### src/rtl/sbm_pkg.sv
package sbm_pkg;
  typedef enum logic [2:0] {
    CMD_NOP, CMD_ACT, CMD_RD, CMD_WR, CMD_PRE, CMD_REF
  } cmd_e;

  typedef enum logic [2:0] {
    ERR_NONE      = 3'd0,
    ERR_ACT_OPEN  = 3'd1,
    ERR_RW_CLOSED = 3'd2,
    ERR_RCD       = 3'd3,
    ERR_RAS       = 3'd4,
    ERR_RC        = 3'd5,
    ERR_REF_OPEN  = 3'd6
  } err_e;

  typedef enum logic [1:0] {
    BK_IDLE, BK_ACTIVE, BK_AP_PEND
  } bank_st_e;
endpackage

### src/rtl/sbm_cmd_decode.sv
module sbm_cmd_decode
  import sbm_pkg::*;
(
  input  logic sample_i,
  input  logic cs_ni,
  input  logic ras_ni,
  input  logic cas_ni,
  input  logic we_ni,
  output cmd_e cmd_o
);
  always_comb begin
    cmd_o = CMD_NOP;
    if (sample_i && !cs_ni) begin
      unique case ({ras_ni, cas_ni, we_ni})
        3'b011:  cmd_o = CMD_ACT;
        3'b101:  cmd_o = CMD_RD;
        3'b100:  cmd_o = CMD_WR;
        3'b010:  cmd_o = CMD_PRE;
        3'b001:  cmd_o = CMD_REF;
        default: cmd_o = CMD_NOP;
      endcase
    end
  end
endmodule

### src/rtl/sbm_bank.sv
module sbm_bank
  import sbm_pkg::*;
#(
  parameter int ROW_W     = 12,
  parameter int T_RCD     = 3,
  parameter int T_RAS     = 6,
  parameter int T_RC      = 9,
  parameter int BURST_LEN = 4
) (
  input  logic             clk_i,
  input  logic             rst_ni,
  input  logic             sample_i,
  input  cmd_e             cmd_i,
  input  logic             hit_i,
  input  logic             ap_i,
  input  logic [ROW_W-1:0] row_i,
  output logic             open_o,
  output logic [ROW_W-1:0] row_o,
  output err_e             err_o
);
  localparam int T_MAX = (T_RC > T_RAS) ? ((T_RC > T_RCD) ? T_RC : T_RCD)
                                        : ((T_RAS > T_RCD) ? T_RAS : T_RCD);
  localparam int CNT_W = $clog2(T_MAX + 1) + 1;
  localparam int AP_W  = $clog2(BURST_LEN + 1);
  localparam logic [CNT_W-1:0] RCD_C = CNT_W'(T_RCD);
  localparam logic [CNT_W-1:0] RAS_C = CNT_W'(T_RAS);
  localparam logic [CNT_W-1:0] RC_C  = CNT_W'(T_RC);
  localparam logic [AP_W-1:0]  BL_C  = AP_W'(BURST_LEN);

  bank_st_e         state_q, state_d;
  logic [CNT_W-1:0] cnt_q, cnt_d;
  logic [AP_W-1:0]  apc_q, apc_d;
  logic [ROW_W-1:0] row_q, row_d;

  always_comb begin
    state_d = state_q;
    cnt_d   = cnt_q;
    apc_d   = apc_q;
    row_d   = row_q;
    err_o   = ERR_NONE;
    if (sample_i) begin
      if (cnt_q != '1) cnt_d = cnt_q + 1'b1;
      // auto close countdown; a command below may override it
      if (state_q == BK_AP_PEND) begin
        if (apc_q <= AP_W'(1)) state_d = BK_IDLE;
        else                   apc_d   = apc_q - 1'b1;
      end
      unique case (cmd_i)
        CMD_ACT: if (hit_i) begin
          if (state_q != BK_IDLE) err_o = ERR_ACT_OPEN;
          else begin
            if (cnt_q < RC_C) err_o = ERR_RC;
            state_d = BK_ACTIVE;
            row_d   = row_i;
            cnt_d   = CNT_W'(1);
          end
        end
        CMD_RD, CMD_WR: if (hit_i) begin
          if (state_q != BK_ACTIVE) err_o = ERR_RW_CLOSED;
          else begin
            if (cnt_q < RCD_C) err_o = ERR_RCD;
            if (ap_i) begin
              state_d = BK_AP_PEND;
              apc_d   = BL_C;
            end
          end
        end
        CMD_PRE: if (hit_i || ap_i) begin
          if (state_q == BK_ACTIVE && cnt_q < RAS_C) err_o = ERR_RAS;
          state_d = BK_IDLE;
        end
        CMD_REF: begin
          if (state_q != BK_IDLE) err_o = ERR_REF_OPEN;
          state_d = BK_IDLE;
        end
        default: ;
      endcase
    end
  end

  always_ff @(posedge clk_i or negedge rst_ni) begin
    if (!rst_ni) begin
      state_q <= BK_IDLE;
      cnt_q   <= '1;
      apc_q   <= '0;
      row_q   <= '0;
    end else begin
      state_q <= state_d;
      cnt_q   <= cnt_d;
      apc_q   <= apc_d;
      row_q   <= row_d;
    end
  end

  assign open_o = (state_q != BK_IDLE);
  assign row_o  = row_q;

  AST_ACT_OPENS: assert property (@(posedge clk_i) disable iff (!rst_ni)
    sample_i && cmd_i == CMD_ACT && hit_i && !open_o |=> open_o && row_o == $past(row_i));
  AST_RW_CLOSED: assert property (@(posedge clk_i) disable iff (!rst_ni)
    sample_i && (cmd_i == CMD_RD || cmd_i == CMD_WR) && hit_i && !open_o |-> err_o == ERR_RW_CLOSED);
  AST_PRE_CLOSES: assert property (@(posedge clk_i) disable iff (!rst_ni)
    sample_i && cmd_i == CMD_PRE && (hit_i || ap_i) |=> !open_o);
  AST_REF_CLOSES: assert property (@(posedge clk_i) disable iff (!rst_ni)
    sample_i && cmd_i == CMD_REF |=> !open_o);
  AST_FROZEN: assert property (@(posedge clk_i) disable iff (!rst_ni)
    !sample_i |=> $stable(open_o) && $stable(row_o));
endmodule

### src/rtl/sdram_bank_monitor.sv
module sdram_bank_monitor
  import sbm_pkg::*;
#(
  parameter int NUM_BANKS = 4,
  parameter int ADDR_W    = 12,
  parameter int ROW_W     = 12,
  parameter int AP_BIT    = 10,
  parameter int T_RCD     = 3,
  parameter int T_RAS     = 6,
  parameter int T_RC      = 9,
  parameter int BURST_LEN = 4
) (
  input  logic                          clk_i,
  input  logic                          rst_ni,
  input  logic                          cke_i,
  input  logic                          cs_ni,
  input  logic                          ras_ni,
  input  logic                          cas_ni,
  input  logic                          we_ni,
  input  logic [$clog2(NUM_BANKS)-1:0]  ba_i,
  input  logic [ADDR_W-1:0]             addr_i,
  input  logic                          clr_i,
  output logic [NUM_BANKS-1:0]          bank_open_o,
  output logic [NUM_BANKS*ROW_W-1:0]    bank_row_o,
  output logic                          err_o,
  output logic [2:0]                    err_code_o,
  output logic [$clog2(NUM_BANKS)-1:0]  err_bank_o
);
  localparam int BA_W = $clog2(NUM_BANKS);

  logic            sample_q;
  cmd_e            cmd;
  err_e            bank_err [NUM_BANKS];
  err_e            sel_code;
  logic [BA_W-1:0] sel_bank;
  logic            any_viol;
  logic            err_q;
  err_e            code_q;
  logic [BA_W-1:0] bank_q;

  // cke low at one edge masks the next edge
  always_ff @(posedge clk_i or negedge rst_ni) begin
    if (!rst_ni) sample_q <= 1'b1;
    else         sample_q <= cke_i;
  end

  sbm_cmd_decode i_decode (
    .sample_i (sample_q),
    .cs_ni    (cs_ni),
    .ras_ni   (ras_ni),
    .cas_ni   (cas_ni),
    .we_ni    (we_ni),
    .cmd_o    (cmd)
  );

  for (genvar g = 0; g < NUM_BANKS; g++) begin : g_bank
    sbm_bank #(
      .ROW_W     (ROW_W),
      .T_RCD     (T_RCD),
      .T_RAS     (T_RAS),
      .T_RC      (T_RC),
      .BURST_LEN (BURST_LEN)
    ) i_bank (
      .clk_i    (clk_i),
      .rst_ni   (rst_ni),
      .sample_i (sample_q),
      .cmd_i    (cmd),
      .hit_i    (ba_i == BA_W'(g)),
      .ap_i     (addr_i[AP_BIT]),
      .row_i    (addr_i[ROW_W-1:0]),
      .open_o   (bank_open_o[g]),
      .row_o    (bank_row_o[g*ROW_W +: ROW_W]),
      .err_o    (bank_err[g])
    );
  end

  // lowest violating bank wins
  always_comb begin
    sel_code = ERR_NONE;
    sel_bank = '0;
    any_viol = 1'b0;
    for (int b = NUM_BANKS - 1; b >= 0; b--) begin
      if (bank_err[b] != ERR_NONE) begin
        sel_code = bank_err[b];
        sel_bank = BA_W'(b);
        any_viol = 1'b1;
      end
    end
  end

  always_ff @(posedge clk_i or negedge rst_ni) begin
    if (!rst_ni) begin
      err_q  <= 1'b0;
      code_q <= ERR_NONE;
      bank_q <= '0;
    end else if (any_viol && (clr_i || !err_q)) begin
      err_q  <= 1'b1;
      code_q <= sel_code;
      bank_q <= sel_bank;
    end else if (clr_i) begin
      err_q  <= 1'b0;
      code_q <= ERR_NONE;
      bank_q <= '0;
    end
  end

  assign err_o      = err_q;
  assign err_code_o = code_q;
  assign err_bank_o = bank_q;

  AST_ERR_HOLD: assert property (@(posedge clk_i) disable iff (!rst_ni)
    err_o && !clr_i |=> err_o && $stable(err_code_o) && $stable(err_bank_o));
  AST_ERR_CLEAR: assert property (@(posedge clk_i) disable iff (!rst_ni)
    clr_i && !any_viol |=> !err_o);
  AST_MASKED_QUIET: assert property (@(posedge clk_i) disable iff (!rst_ni)
    !sample_q && !clr_i |=> $stable(err_o) && $stable(bank_open_o));
endmodule

### config.mk
export PLATFORM = sky130hd
export DESIGN_NAME = sdram_bank_monitor
export DESIGN_NICKNAME = d
export VERILOG_FILES = /design/src/rtl/sbm_pkg.sv /design/src/rtl/sbm_cmd_decode.sv /design/src/rtl/sbm_bank.sv /design/src/rtl/sdram_bank_monitor.sv
export SDC_FILE = /design/constraint.sdc
export NUM_CORES = 1
export LEC_CHECK = 0
export ABC_CLOCK_PERIOD_IN_PS = 2460
export BUFFER_PORTS_ARGS = -buffer_cell sky130_fd_sc_hd__buf_4
export CORE_MARGIN = 5
export CORE_UTILIZATION = 50
export DETAILED_ROUTE_END_ITERATION = 8
export PLACE_DENSITY = 0.83
export SLEW_MARGIN = 20
export SYNTH_ARGS = -nofsm -noshare
export SYNTH_HDL_FRONTEND = slang
export SYNTH_SLANG_ARGS = --single-unit
### constraint.sdc
create_clock -name clk_i -period 2.46 [get_ports clk_i]
set_input_delay 0.369 -clock clk_i [delete_from_list [all_inputs] [get_ports clk_i]]
set_output_delay 0.369 -clock clk_i [all_outputs]
set_load 0.03 [all_outputs]
==> qor.yml <==
run_status:
  status: "complete, no violations"
synth:
  syn_nets: 639
  synth.distinct_cells: 72
  yosys_warnings: 0
  syn-instance-count: 606
  yosysTopAreaCell: "dfrtp_1"
  ys_ff_latch: 95
  yosys-top-cells-area: "dfrtp_1 36%, nand2_1 13%, dfstp_2 11%, a21oi_1 4.4%, nor2_1 3.1%"
  synth_common_cells: "178 x nand2_1, 74 x dfrtp_1, 45 x a21oi_1"
  postSynth.asyncResetShare: 1.00
  synth_area_um2: 5150
  synth_top_cell_area_share: 0.359
  ys_seq_area_frac: 0.466
  synthSimpleGateAreaFrac: 0.278
  synth_fa_ha_area_frac: 0.0267
  synth.avg_cell_area_um2: 8.50
  synthFlopType: "dfrtp_1"
  synth_xor_xnor_area_share: 0.0102
  post-synth-top-count-cell: "nand2_1"
  yosys-mux-area-fraction: 0.00194
  synth-compound-area-share: 0.169
  synth_edf_count: 0
  synth_top_family_by_area: "simple AND/OR/NAND/NOR gates"
worst_setup_path:
  r2r_cells: 8
  worstReg2RegEnd: "err_code_o[1]$_DFFE_PN0P_"
  critical_path_class: "reg2reg"
  crit_start: "g_bank[0].i_bank.state_q[0]$_DFFE_PN0P_"
  cp-end-kind: "flip-flop"
  startpoint_type: "flip-flop"
  cpMostUsedCell: "nand2_1"
  path_max_fanout: 8
  path_cells: "or4b_2, a221oi_1, a222oi_1, nand3b_1, nand2_1, nand3_1, nand2_1, a31o_1"
  r2r_slack_ps: 120
  arrival_ps: 2610
  worstPathRequired_ps: 2720
  critPathMaxStageDelay_ps: 610
  cp-endpoint: "err_code_o[1]$_DFFE_PN0P_"
  cp_slowest_cell: "or4b_2"
  r2r_start: "g_bank[0].i_bank.state_q[0]$_DFFE_PN0P_"
grt:
  overflow: 0
  grt_pass1_vias: 5063
  antenna_found_initial: 0
  grt_max_degree: 43
  grt_pass1_wl_mm: 24.8
  grtUsageTotal: 0.240
placed_design:
  place_area_um2: 6130
  io_buffers: 79
  dp_hpwl_mm: 11.1
  globalplace.congestion: 0.989
  pre_cts_slack_ps: 39.4
final_layout:
  final_cell_area_um2: 6360
  syn2layout_area_growth_pct: 23.4
  nNetsFinal: 751
  diodes: 0
  fillers: 900
  final_util: 0.624
  drive_above_1_share: 0.253
timing:
  worstMarginPinSlew_ps: 648
  period_share: 0.952
  setup_ws_ps: 119
  setup_viol: 0
  slew-limit-headroom: 0.567
  fmax_mhz: 427
  finalHoldViolCount: 0
  hold_slack_ps: 97.5
  slew_violations: 0
  period_needed_ps: 2340
  finClkSkew_ps: 14.4
clocking:
  clock-root-buffer: "clkbuf_8"
  htree_levels: 3
  clkTransAtPathRegs_ps: 110
  tritoncts: "built"
  clock-sinks: 95
  clk_path_buf_depth: 2
  worstSkewPairLatency_ps: 370
  cts_buffers: 9
route:
  wl_per_cell_um: 17.5
  drc: 0
  via_per_inst: 5.79
  vias: 4977
  dr.pass1.iters: 7
  routed_wl_mm: 15.0
  drt_iter0_markers: 538
  final_antenna_net_count: 0
floorplan:
  io-pin-count: 80
  fp-row-count: 37
  dieWidth_um: 112
  start_util: 0.506
  dieArea_um2: 12400
  core_area_um2: 10200
  dieHeight_um: 112
flow_run:
  maxCapViolations: 0
pwr:
  power.density_nw_per_um2: 783
  ir_worst_vdd_v: 0.000393
  power.leakage_uw: 0.00321
  p_total_uw: 4980
hold_path:
  hp-class: "in2reg"
## report_power, final
group | switching (uW) | internal, uW | leakage [uW]
logic | 913 | 622 | 0.00193
registers | 423 | 2010 | 0.00119
clock network | 619 | 391 | 0.0000984
total | 1950 | 3020 | 0.00321
## registers in the layout, indices dropped and copies added (netlist names)
register / cells
g_bank.i_bank.cnt_q: 20
err_o: 1
g_bank.i_bank.state_q: 8
g_bank.i_bank.apc_q: 12
sample_q: 1
err_bank_o: 2
err_code_o: 3
g_bank.i_bank.row_o: 48
## cells by family (layout without fill, tap and decap cells)
family	count (synthesis)	after routing
flip-flops	95	95
AND/OR/NAND/NOR	310	310
XOR/XNOR	6	6
AO/OA/AOI/OAI	130	130
buffers and inverters	53	170
multiplexers	1	1
adder cells (fa/ha/maj)	11	11
## worst max-delay path: cells and delay by family, from the launching register on
family	cells	cell delay, ps
flip-flops	1	490
AND/OR/NAND/NOR	5	1110
AO/OA/AOI/OAI	3	640
## worst min-delay path by stage
stage,start,to,slack [ps],depth (start not counted)
final,cke_i,sample_q$_DFF_PN1_,100,1
after global routing,cke_i,sample_q$_DFF_PN1_,90,1
after CTS,cke_i,sample_q$_DFF_PN1_,90,1
after detailed placement,rst_ni,g_bank[2].i_bank.apc_q[0]$_DFFE_PN0P_,370,1
after global placement,rst_ni,g_bank[2].i_bank.apc_q[0]$_DFFE_PN0P_,360,1
after floorplan,rst_ni,err_bank_o[0]$_DFFE_PN0P_,70,0
## cell type report
type / count / area [um^2] / share of cell area
Multi-Input combinational cell: 458 / 2520 / 0.396
Clock inverter: 7 / 67.6 / 0.0106
Sequential cell: 95 / 2400 / 0.378
Timing Repair Buffer: 128 / 976 / 0.154
Inverter: 26 / 97.6 / 0.0154
Tap cell: 136 / 170 / 0.0268
Clock buffer: 9 / 124 / 0.0195
## cells in the final DEF (no fill, tap or decap), types with 6 or more instances in the layout
cell,instances
nor2_1,40
nand3_1,21
nand4_1,7
nand2b_1,7
nor2b_1,6
a41oi_1,8
dfstp_2,21
nor3_1,8
nand2_1,178
inv_1,26
dfrtp_1,74
ha_1,11
a21oi_1,45
clkbuf_8,9
buf_4,126
o21ai_0,24
## what timing repair did
item,CTS,global route
resized for setup,0,5
setup endpoints to repair,0,4
setup buffers,0,2
hold buffers,1,0
endpoints found under the hold margin,29,0
## metrics by stage
| step | instances | setup TNS [ps] |
|---|---|---|
| 4_1_cts | 857 | 0 |
| 6_report | 859 | 0 |
| 5_1_grt | 859 | -55.5 |
| 2_1_floorplan | 606 | 0 |
| 3_3_place_gp | 840 | 0 |
| 3_5_place_dp | 840 | 0 |
## per-layer routing
metal,share of wire,GRT usage,vias up,routed length [um]
li1,-,-,2340,-
met1,0.40,0.294,2404,6060
met2,0.49,0.410,202,7290
met3,0.089,0.0734,31,1340
met4,0.020,0.0714,0,301
met5,0,0,-,0
No activity file was read; power rests on OpenSTA's default activity.
